**src/rtl/pnp_devcfg_pkg.sv**
```systemverilog
package pnp_devcfg_pkg;

  localparam logic [7:0] REG_DEVSEL  = 8'h07;
  localparam logic [7:0] REG_ENABLE  = 8'h30;
  localparam logic [7:0] REG_BASE_HI = 8'h60;
  localparam logic [7:0] REG_BASE_LO = 8'h61;
  localparam logic [7:0] REG_IRQ     = 8'h70;
  localparam logic [7:0] REG_DMA     = 8'h74;

  typedef enum logic [2:0] {
    F_NONE, F_DEVSEL, F_ENABLE, F_BASE_HI, F_BASE_LO, F_IRQ, F_DMA
  } field_e;

  typedef enum logic [1:0] {EV_NEVER, EV_ENABLE_ONLY, EV_ANY} evmode_e;

  typedef struct packed {
    logic [7:0]  en;
    logic [15:0] base;
    logic [7:0]  irq;
    logic [7:0]  dma;
  } devcfg_t;

  function automatic field_e decode_reg(input logic [7:0] r);
    case (r)
      REG_DEVSEL:  return F_DEVSEL;
      REG_ENABLE:  return F_ENABLE;
      REG_BASE_HI: return F_BASE_HI;
      REG_BASE_LO: return F_BASE_LO;
      REG_IRQ:     return F_IRQ;
      REG_DMA:     return F_DMA;
      default:     return F_NONE;
    endcase
  endfunction

  function automatic evmode_e dev_evmode(input int d);
    case (d)
      0:       return EV_ENABLE_ONLY;
      1, 2, 3: return EV_ANY;
      default: return EV_NEVER;
    endcase
  endfunction

  function automatic devcfg_t dev_default(input int d);
    devcfg_t c;
    c = '0;
    case (d)
      0: begin c.en = 8'h01; c.base = 16'h03F0; c.irq = 8'd6; c.dma = 8'd2; end
      1: begin c.en = 8'h01; c.base = 16'h03F8; c.irq = 8'd4; end
      2: begin c.en = 8'h01; c.base = 16'h02F8; c.irq = 8'd3; end
      3: begin c.en = 8'h01; c.base = 16'h0378; c.irq = 8'd7; end
      default: c = '0;
    endcase
    return c;
  endfunction

endpackage

```
**src/rtl/pnp_index_ctl.sv**
```systemverilog
module pnp_index_ctl
  import pnp_devcfg_pkg::*;
#(
  parameter int NUM_DEV = 8,
  localparam int DW = $clog2(NUM_DEV)
) (
  input  logic          clk,
  input  logic          rst_n,
  input  logic          cfg_en,
  input  logic          idx_wr,
  input  logic          data_wr,
  input  logic [7:0]    wdata,
  output logic [7:0]    reg_q,
  output logic [DW-1:0] dev_q
);

  logic [7:0]    reg_d;
  logic [DW-1:0] dev_d;
  logic          reg_ld, dev_ld;

  always_comb begin
    reg_ld = cfg_en && idx_wr;
    dev_ld = cfg_en && data_wr && (reg_q == REG_DEVSEL);
    reg_d  = wdata;
    dev_d  = wdata[DW-1:0];
  end

  always_ff @(posedge clk or negedge rst_n) begin
    if (!rst_n) begin
      reg_q <= '0;
      dev_q <= '0;
    end else begin
      if (reg_ld) reg_q <= reg_d;
      if (dev_ld) dev_q <= dev_d;
    end
  end

endmodule

```
**src/rtl/pnp_dev_bank.sv**
```systemverilog
module pnp_dev_bank
  import pnp_devcfg_pkg::*;
#(
  parameter int NUM_DEV = 8,
  localparam int DW = $clog2(NUM_DEV)
) (
  input  logic                       clk,
  input  logic                       rst_n,
  input  logic                       wr_ok,
  input  logic [DW-1:0]              wr_dev,
  input  field_e                     wr_fld,
  input  logic [7:0]                 wdata,
  output devcfg_t [NUM_DEV-1:0]      cfg_q
);

  for (genvar d = 0; d < NUM_DEV; d++) begin : g_dev
    devcfg_t q, nxt;
    logic    ld;

    always_comb begin
      ld  = wr_ok && (wr_dev == DW'(d));
      nxt = q;
      case (wr_fld)
        F_ENABLE:  nxt.en         = wdata;
        F_BASE_HI: nxt.base[15:8] = wdata;
        F_BASE_LO: nxt.base[7:0]  = wdata;
        F_IRQ:     nxt.irq        = wdata;
        F_DMA:     nxt.dma        = wdata;
        default:   nxt            = q;
      endcase
    end

    always_ff @(posedge clk or negedge rst_n) begin
      if (!rst_n) q <= dev_default(d);
      else if (ld) q <= nxt;
    end

    assign cfg_q[d] = q;
  end

endmodule

```
**src/rtl/pnp_evt_gen.sv**
```systemverilog
module pnp_evt_gen
  import pnp_devcfg_pkg::*;
#(
  parameter int NUM_DEV = 8,
  localparam int DW = $clog2(NUM_DEV)
) (
  input  logic               clk,
  input  logic               rst_n,
  input  logic               wr_ok,
  input  logic [DW-1:0]      wr_dev,
  input  field_e             wr_fld,
  input  logic [7:0]         old_byte,
  input  logic [7:0]         new_byte,
  output logic [NUM_DEV-1:0] pulse_q,
  output logic [DW-1:0]      evt_dev_q
);

  logic [NUM_DEV-1:0] hit;
  logic [DW-1:0]      evt_dev_d;
  logic               changed;

  assign changed = (old_byte != new_byte);

  for (genvar d = 0; d < NUM_DEV; d++) begin : g_hit
    localparam evmode_e MODE = dev_evmode(d);
    logic relevant;
    if (MODE == EV_ANY) begin : g_any
      assign relevant = 1'b1;
    end else if (MODE == EV_ENABLE_ONLY) begin : g_en
      assign relevant = (wr_fld == F_ENABLE);
    end else begin : g_never
      assign relevant = 1'b0;
    end
    assign hit[d] = wr_ok && (wr_dev == DW'(d)) && changed && relevant;
  end

  always_comb begin
    evt_dev_d = (|hit) ? wr_dev : evt_dev_q;
  end

  always_ff @(posedge clk or negedge rst_n) begin
    if (!rst_n) begin
      pulse_q   <= '0;
      evt_dev_q <= '0;
    end else begin
      pulse_q   <= hit;
      evt_dev_q <= evt_dev_d;
    end
  end

endmodule

```
**src/rtl/pnp_devcfg.sv**
```systemverilog
module pnp_devcfg
  import pnp_devcfg_pkg::*;
#(
  parameter int NUM_DEV = 8,
  localparam int DW = $clog2(NUM_DEV)
) (
  input  logic               clk,
  input  logic               rst_n,
  input  logic               cfg_en,
  input  logic               idx_wr,
  input  logic               data_wr,
  input  logic               data_rd,
  input  logic [7:0]         wdata,
  output logic [7:0]         rdata,
  output logic [NUM_DEV-1:0] recfg_pulse,
  output logic               recfg_en,
  output logic [15:0]        recfg_base,
  output logic [7:0]         recfg_irq
);

  logic [1:0]           rst_sync_q;
  logic                 rst_int_n;
  logic [7:0]           idx_q;
  logic [DW-1:0]        dev_q;
  logic [DW-1:0]        evt_dev_q;
  field_e               fld;
  logic                 wr_ok;
  logic [7:0]           old_byte;
  devcfg_t [NUM_DEV-1:0] cfg_q;
  devcfg_t              cur_cfg, evt_cfg;

  always_ff @(posedge clk or negedge rst_n) begin
    if (!rst_n) rst_sync_q <= '0;
    else        rst_sync_q <= {rst_sync_q[0], 1'b1};
  end
  assign rst_int_n = rst_sync_q[1];

  pnp_index_ctl #(.NUM_DEV(NUM_DEV)) u_idx (
    .clk(clk), .rst_n(rst_int_n), .cfg_en(cfg_en), .idx_wr(idx_wr),
    .data_wr(data_wr), .wdata(wdata), .reg_q(idx_q), .dev_q(dev_q)
  );

  always_comb begin
    fld     = decode_reg(idx_q);
    wr_ok   = cfg_en && data_wr && (fld != F_NONE) && (fld != F_DEVSEL);
    cur_cfg = cfg_q[dev_q];
    evt_cfg = cfg_q[evt_dev_q];
    case (fld)
      F_ENABLE:  old_byte = cur_cfg.en;
      F_BASE_HI: old_byte = cur_cfg.base[15:8];
      F_BASE_LO: old_byte = cur_cfg.base[7:0];
      F_IRQ:     old_byte = cur_cfg.irq;
      F_DMA:     old_byte = cur_cfg.dma;
      default:   old_byte = 8'hFF;
    endcase
  end

  pnp_dev_bank #(.NUM_DEV(NUM_DEV)) u_bank (
    .clk(clk), .rst_n(rst_int_n), .wr_ok(wr_ok), .wr_dev(dev_q),
    .wr_fld(fld), .wdata(wdata), .cfg_q(cfg_q)
  );

  pnp_evt_gen #(.NUM_DEV(NUM_DEV)) u_evt (
    .clk(clk), .rst_n(rst_int_n), .wr_ok(wr_ok), .wr_dev(dev_q),
    .wr_fld(fld), .old_byte(old_byte), .new_byte(wdata),
    .pulse_q(recfg_pulse), .evt_dev_q(evt_dev_q)
  );

  always_comb begin
    rdata = 8'hFF;
    if (cfg_en && data_rd) begin
      if (fld == F_DEVSEL) rdata = 8'(dev_q);
      else                 rdata = old_byte;
    end
  end

  assign recfg_en   = evt_cfg.en[0];
  assign recfg_base = evt_cfg.base;
  assign recfg_irq  = evt_cfg.irq;

endmodule

```
**config.mk**
```make
export PLATFORM = sky130hd
export DESIGN_NAME = pnp_devcfg
export DESIGN_NICKNAME = d
export VERILOG_FILES = /design/src/rtl/pnp_devcfg_pkg.sv /design/src/rtl/pnp_index_ctl.sv /design/src/rtl/pnp_dev_bank.sv /design/src/rtl/pnp_evt_gen.sv /design/src/rtl/pnp_devcfg.sv
export SDC_FILE = /design/constraint.sdc
export NUM_CORES = 1
export LEC_CHECK = 0
export ABC_AREA = 0
export ABC_CLOCK_PERIOD_IN_PS = 13200
export BUFFER_PORTS_ARGS = -buffer_cell sky130_fd_sc_hd__buf_2
export CAP_MARGIN = 20
export CORE_MARGIN = 1
export CORE_UTILIZATION = 45
export DETAILED_ROUTE_END_ITERATION = 7
export PLACE_DENSITY = 0.63
export SKIP_CTS_REPAIR_TIMING = 1
export SYNTH_ARGS = -nofsm -noshare
export SYNTH_HDL_FRONTEND = slang
export SYNTH_SLANG_ARGS = --single-unit
```
**constraint.sdc**
```tcl
create_clock -name clk -period 13.2 [get_ports clk]
set_clock_uncertainty 0.05 [all_clocks]
set_input_delay 0.66 -clock clk [delete_from_list [all_inputs] [get_ports clk]]
set_output_delay 0.66 -clock clk [all_outputs]
set_load 0.02 [all_outputs]
```
==> run summary <==
The flow ran to the end, and the final reports show no timing, DRC or antenna violations. In this run the worst path has a maximum fanout of 59. Clock tree synthesis selected as its root buffer the cell sky130_fd_sc_hd__clkbuf_16. The clock input transition at the sequential cells of the worst setup and hold paths is 50 ps. Worst min-delay path category: flip-flop to flip-flop.

The CTS sink count came out at 340. The tools report the number of setup violations in the final report as 0. Cell internal power was estimated by the tool at 1.75 mW.

The tools report the total die area as 39700 sq um. For hold timing, the worst endpoint is rst_sync_q[1]. In this run the tightest slew margin relative to its limit is 23.5%.

Max-cap violations in this run came to 0. Subtracting the final worst setup slack from the clock period gives 4860 ps. Sequential cells account for 46.8% of the total power. The first-pass GRT wire length was 74.1 mm; the setup slack after layout was 8340 ps. The worst hold path begins at rst_sync_q[0]. STA classifies the critical path endpoint as a primary output. In the synthesized netlist the async set-or-reset flop fraction comes to 100%. Per report_power, the combinational group accounts for 5.3% of the total.

Once the floorplan was initialized, standard cells occupied 46.1% of the core. For this run, global-route usage on met2 was measured as 37.9%. The cell area after synthesis is 17500 sq um, and the number of iterations in the first detailed-routing pass is 5.

The switching part of the total power came out at 23.3%. The die height works out to 199 um. The run gives 37.2% as the global routing usage on met1. The repair_antennas step left the layout with diodes totalling 0. Synthesis produced a netlist whose cell count is 1258. The static leakage came out at 8.70 nW. In this run the critical register-to-register path is captured at u_evt.evt_dev_q[0]. The number of placed instances, taps included, is 1734.

In this run the power density over the cells is 118 nW/um^2. The total number of vias came out at 11299. The count of buffers inserted at the top-level ports is 50, and the critical path data arrival time is 4150 ps.

The count of cells along the worst register-to-register path came out at 10. The later pin in the worst-skew pair is clocked with a latency of 530 ps. The run gives 71 as the number of cell rows. Global routing finished with a remaining overflow of 0.

In this run, distinct cell masters in the synthesized netlist total 61. CTS built an H-tree with a depth of 2. In this run the mean area of a mapped cell was 13.9 sq um. The logs give 0.0000734 V for the peak ir drop on the vdd network and 1280 for the final layout net count. The detail route stage leaves a number of antenna-violating nets equal to 0. In the global route stage, overall resource usage came out at 25.4%. Data on the critical path is required at its endpoint by 12490 ps.

The final clock period utilization by the worst path came out at 36.8%. Routability congestion estimate from global placement: 1.01. By startpoint and endpoint, the worst setup path is classified as flip-flop to primary output.

For this run, the leading register cell type out of synthesis is sky130_fd_sc_hd__dfrtp_1. Number of vias per cell after detailed routing: 6.25. Measured on the finished design, the core utilization comes to 51.1%. For met3 alone, demand over resource in global routing was 3.90%. During synthesis, Yosys emitted a total of 0 warnings. In this run the horizontal extent of the chip is 199 um. STA classifies the critical path startpoint as a flip-flop. After global routing, the most crowded layer is met2. Leaving out fill and tap cells, the most frequent cell in the layout is sky130_fd_sc_hd__mux2_2.

In this run, synthesis produced a sequential element count of 340. For this run, the top clock speed supported by timing is 0.206 GHz. Buffers inserted during clock tree synthesis total 39. After routing, the total negative slack on setup checks comes to 0 ps.

In this run, the clock network consumes 48.0% of the power. The slew of the pin with the lowest slew margin works out to 1140 ps. Dividing the detail-routed wire length by the instance count gives 26.8 um. The number of global-route vias before repair was 11278; the sum of net half-perimeters after detailed placement was 30.8 mm.

After detailed routing, the total wire length is 48.5 mm. TritonCTS built the clock tree. The core region is 37900 sq um.

The count of flip-flops with a built-in enable after synthesis came out at 0. The run gives 79 as the pin count of the biggest net entering global routing. Setup repair after global routing left no endpoint under its margin. The count of final hold-check violations is 0, and the total design power is 2.28 mW. The setup slack on the worst flop-to-flop path came out at 8670 ps. Of the cells placed in the final design, the portion with a size suffix greater than 1 is 47.2%. For this design the total switching power over the nets is 0.531 mW.

The tools report the number of placed I/O pins as 55. The number of design-rule violations left by the first detailed-router iteration is 863. In this run the critical register-to-register path is launched from u_idx.dev_q[1]. The tools report the final count of pins violating max slew as 0. The pre-CTS worst setup slack is 8730 ps, and the proportion of synthesized chip area in sequential cells is 48.9%.

The relative area change from synthesis to final layout came out at 10.8%. The logs give 1807 for the final instance count without filler cells and 3 for the largest buffer count on any clock path. In the routed design, unresolved DRC markers number 0. The initial antenna violation count was 0.

The number of stages on the worst hold path was 0. The library cells used most frequently in the layout, excluding fill and tap cells, are sky130_fd_sc_hd__mux2_2, sky130_fd_sc_hd__dfrtp_1, sky130_fd_sc_hd__mux4_2.
[metrics by stage]
step	cell area (sq um)	hold WS, ps
floorplan	17500	281
global route	19400	317
CTS	19400	-158
finish	19400	305
global placement	18000	284
detailed placement	18000	293
[power by group through the flow]
stage | clock network [mW] | registers (mW) | logic [mW]
floorplan | 0 | 1.09 | 0.0807
global placement | 0 | 1.09 | 0.118
detailed placement | 0 | 1.09 | 0.119
CTS | 1.12 | 1.07 | 0.119
global route | 1.16 | 1.07 | 0.129
finish | 1.10 | 1.07 | 0.120
[how the worst max path moves through the flow]
stage	from	to	slack, ps	cells after the start
6_report	u_idx.dev_q[1]	rdata[5]	8340	8
5_1_grt	u_idx.dev_q[1]	rdata[5]	8170	8
4_1_cts	u_idx.dev_q[1]	rdata[5]	8390	8
3_5_place_dp	u_idx.dev_q[1]	u_evt.evt_dev_q[0]	8730	10
3_3_place_gp	u_idx.dev_q[1]	u_evt.evt_dev_q[0]	8780	10
2_1_floorplan	rst_sync_q[1]	u_bank.cfg_q[0]	3040	0
[metal layers]
layer / share of wire (%) / vias up
met3: 6.2 / 120
met4: 3.8 / 0
met5: 0 / -
met1: 45 / 5988
met2: 45 / 439
li1: - / 4752
[flip-flops by register name, indices dropped and copies added, names as in the netlist]
signal	count
rst_sync_q	2
u_bank.cfg_q	320
u_evt.evt_dev_q	3
u_evt.pulse_q	4
u_idx.dev_q	3
u_idx.reg_q	8
[cells in the mapped netlist, types with 4 or more instances]
master                     number  share of area, %
sky130_fd_sc_hd__dfstp_2       38               5.7
sky130_fd_sc_hd__nor2b_1        7              0.25
sky130_fd_sc_hd__o211ai_1       7              0.30
sky130_fd_sc_hd__mux2i_1       80               4.6
sky130_fd_sc_hd__dfrtp_1      302                43
sky130_fd_sc_hd__mux4_2        94                12
sky130_fd_sc_hd__nand4_1        7              0.25
sky130_fd_sc_hd__o21ai_0       27              0.77
sky130_fd_sc_hd__buf_1          9              0.19
sky130_fd_sc_hd__o21a_1         4              0.17
sky130_fd_sc_hd__a22oi_1       34               1.5
sky130_fd_sc_hd__buf_4         12              0.52
sky130_fd_sc_hd__and3_1        10              0.36
sky130_fd_sc_hd__nor2_1        31              0.67
sky130_fd_sc_hd__nand2_1       62               1.3
sky130_fd_sc_hd__mux2_1         4              0.26
sky130_fd_sc_hd__inv_1          7              0.15
sky130_fd_sc_hd__and2_1         8              0.29
sky130_fd_sc_hd__clkbuf_1      58               1.2
sky130_fd_sc_hd__or3_1          5              0.18
sky130_fd_sc_hd__nand3_1       31              0.89
sky130_fd_sc_hd__nor3_1        11              0.31
sky130_fd_sc_hd__mux2_2       334                22
sky130_fd_sc_hd__buf_2         21              0.60
[worst max-delay path, cell delays in order, from the launching register on]
cell	delay, ps
sky130_fd_sc_hd__dfrtp_4	600
sky130_fd_sc_hd__buf_4	810
sky130_fd_sc_hd__nor2b_1	820
sky130_fd_sc_hd__a22oi_1	150
sky130_fd_sc_hd__nand3_1	170
sky130_fd_sc_hd__o211ai_1	180
sky130_fd_sc_hd__nor3_1	370
sky130_fd_sc_hd__o21ai_0	230
sky130_fd_sc_hd__buf_2	220
[cell families after synthesis]
| group | Yosys count | share of synthesized area, % |
|---|---|---|
| AO/OA/AOI/OAI | 97 | 3.98 |
| XOR/XNOR | 1 | 0.0501 |
| buffers and inverters | 110 | 2.90 |
| flip-flops | 340 | 48.9 |
| multiplexers | 512 | 38.4 |
| other | 2 | 0.0429 |
| AND/OR/NAND/NOR | 196 | 5.69 |
[layout make-up]
type | instances | area [sq um]
clock inverter | 13 | 144
inverter | 7 | 26.3
tap | 511 | 639
sequential | 340 | 8570
timing repair buffer | 67 | 400
multi-input combinational | 811 | 8450
clock buffer | 58 | 1160
fill | 3259 | 18500
(Power assumes the default switching activity.)
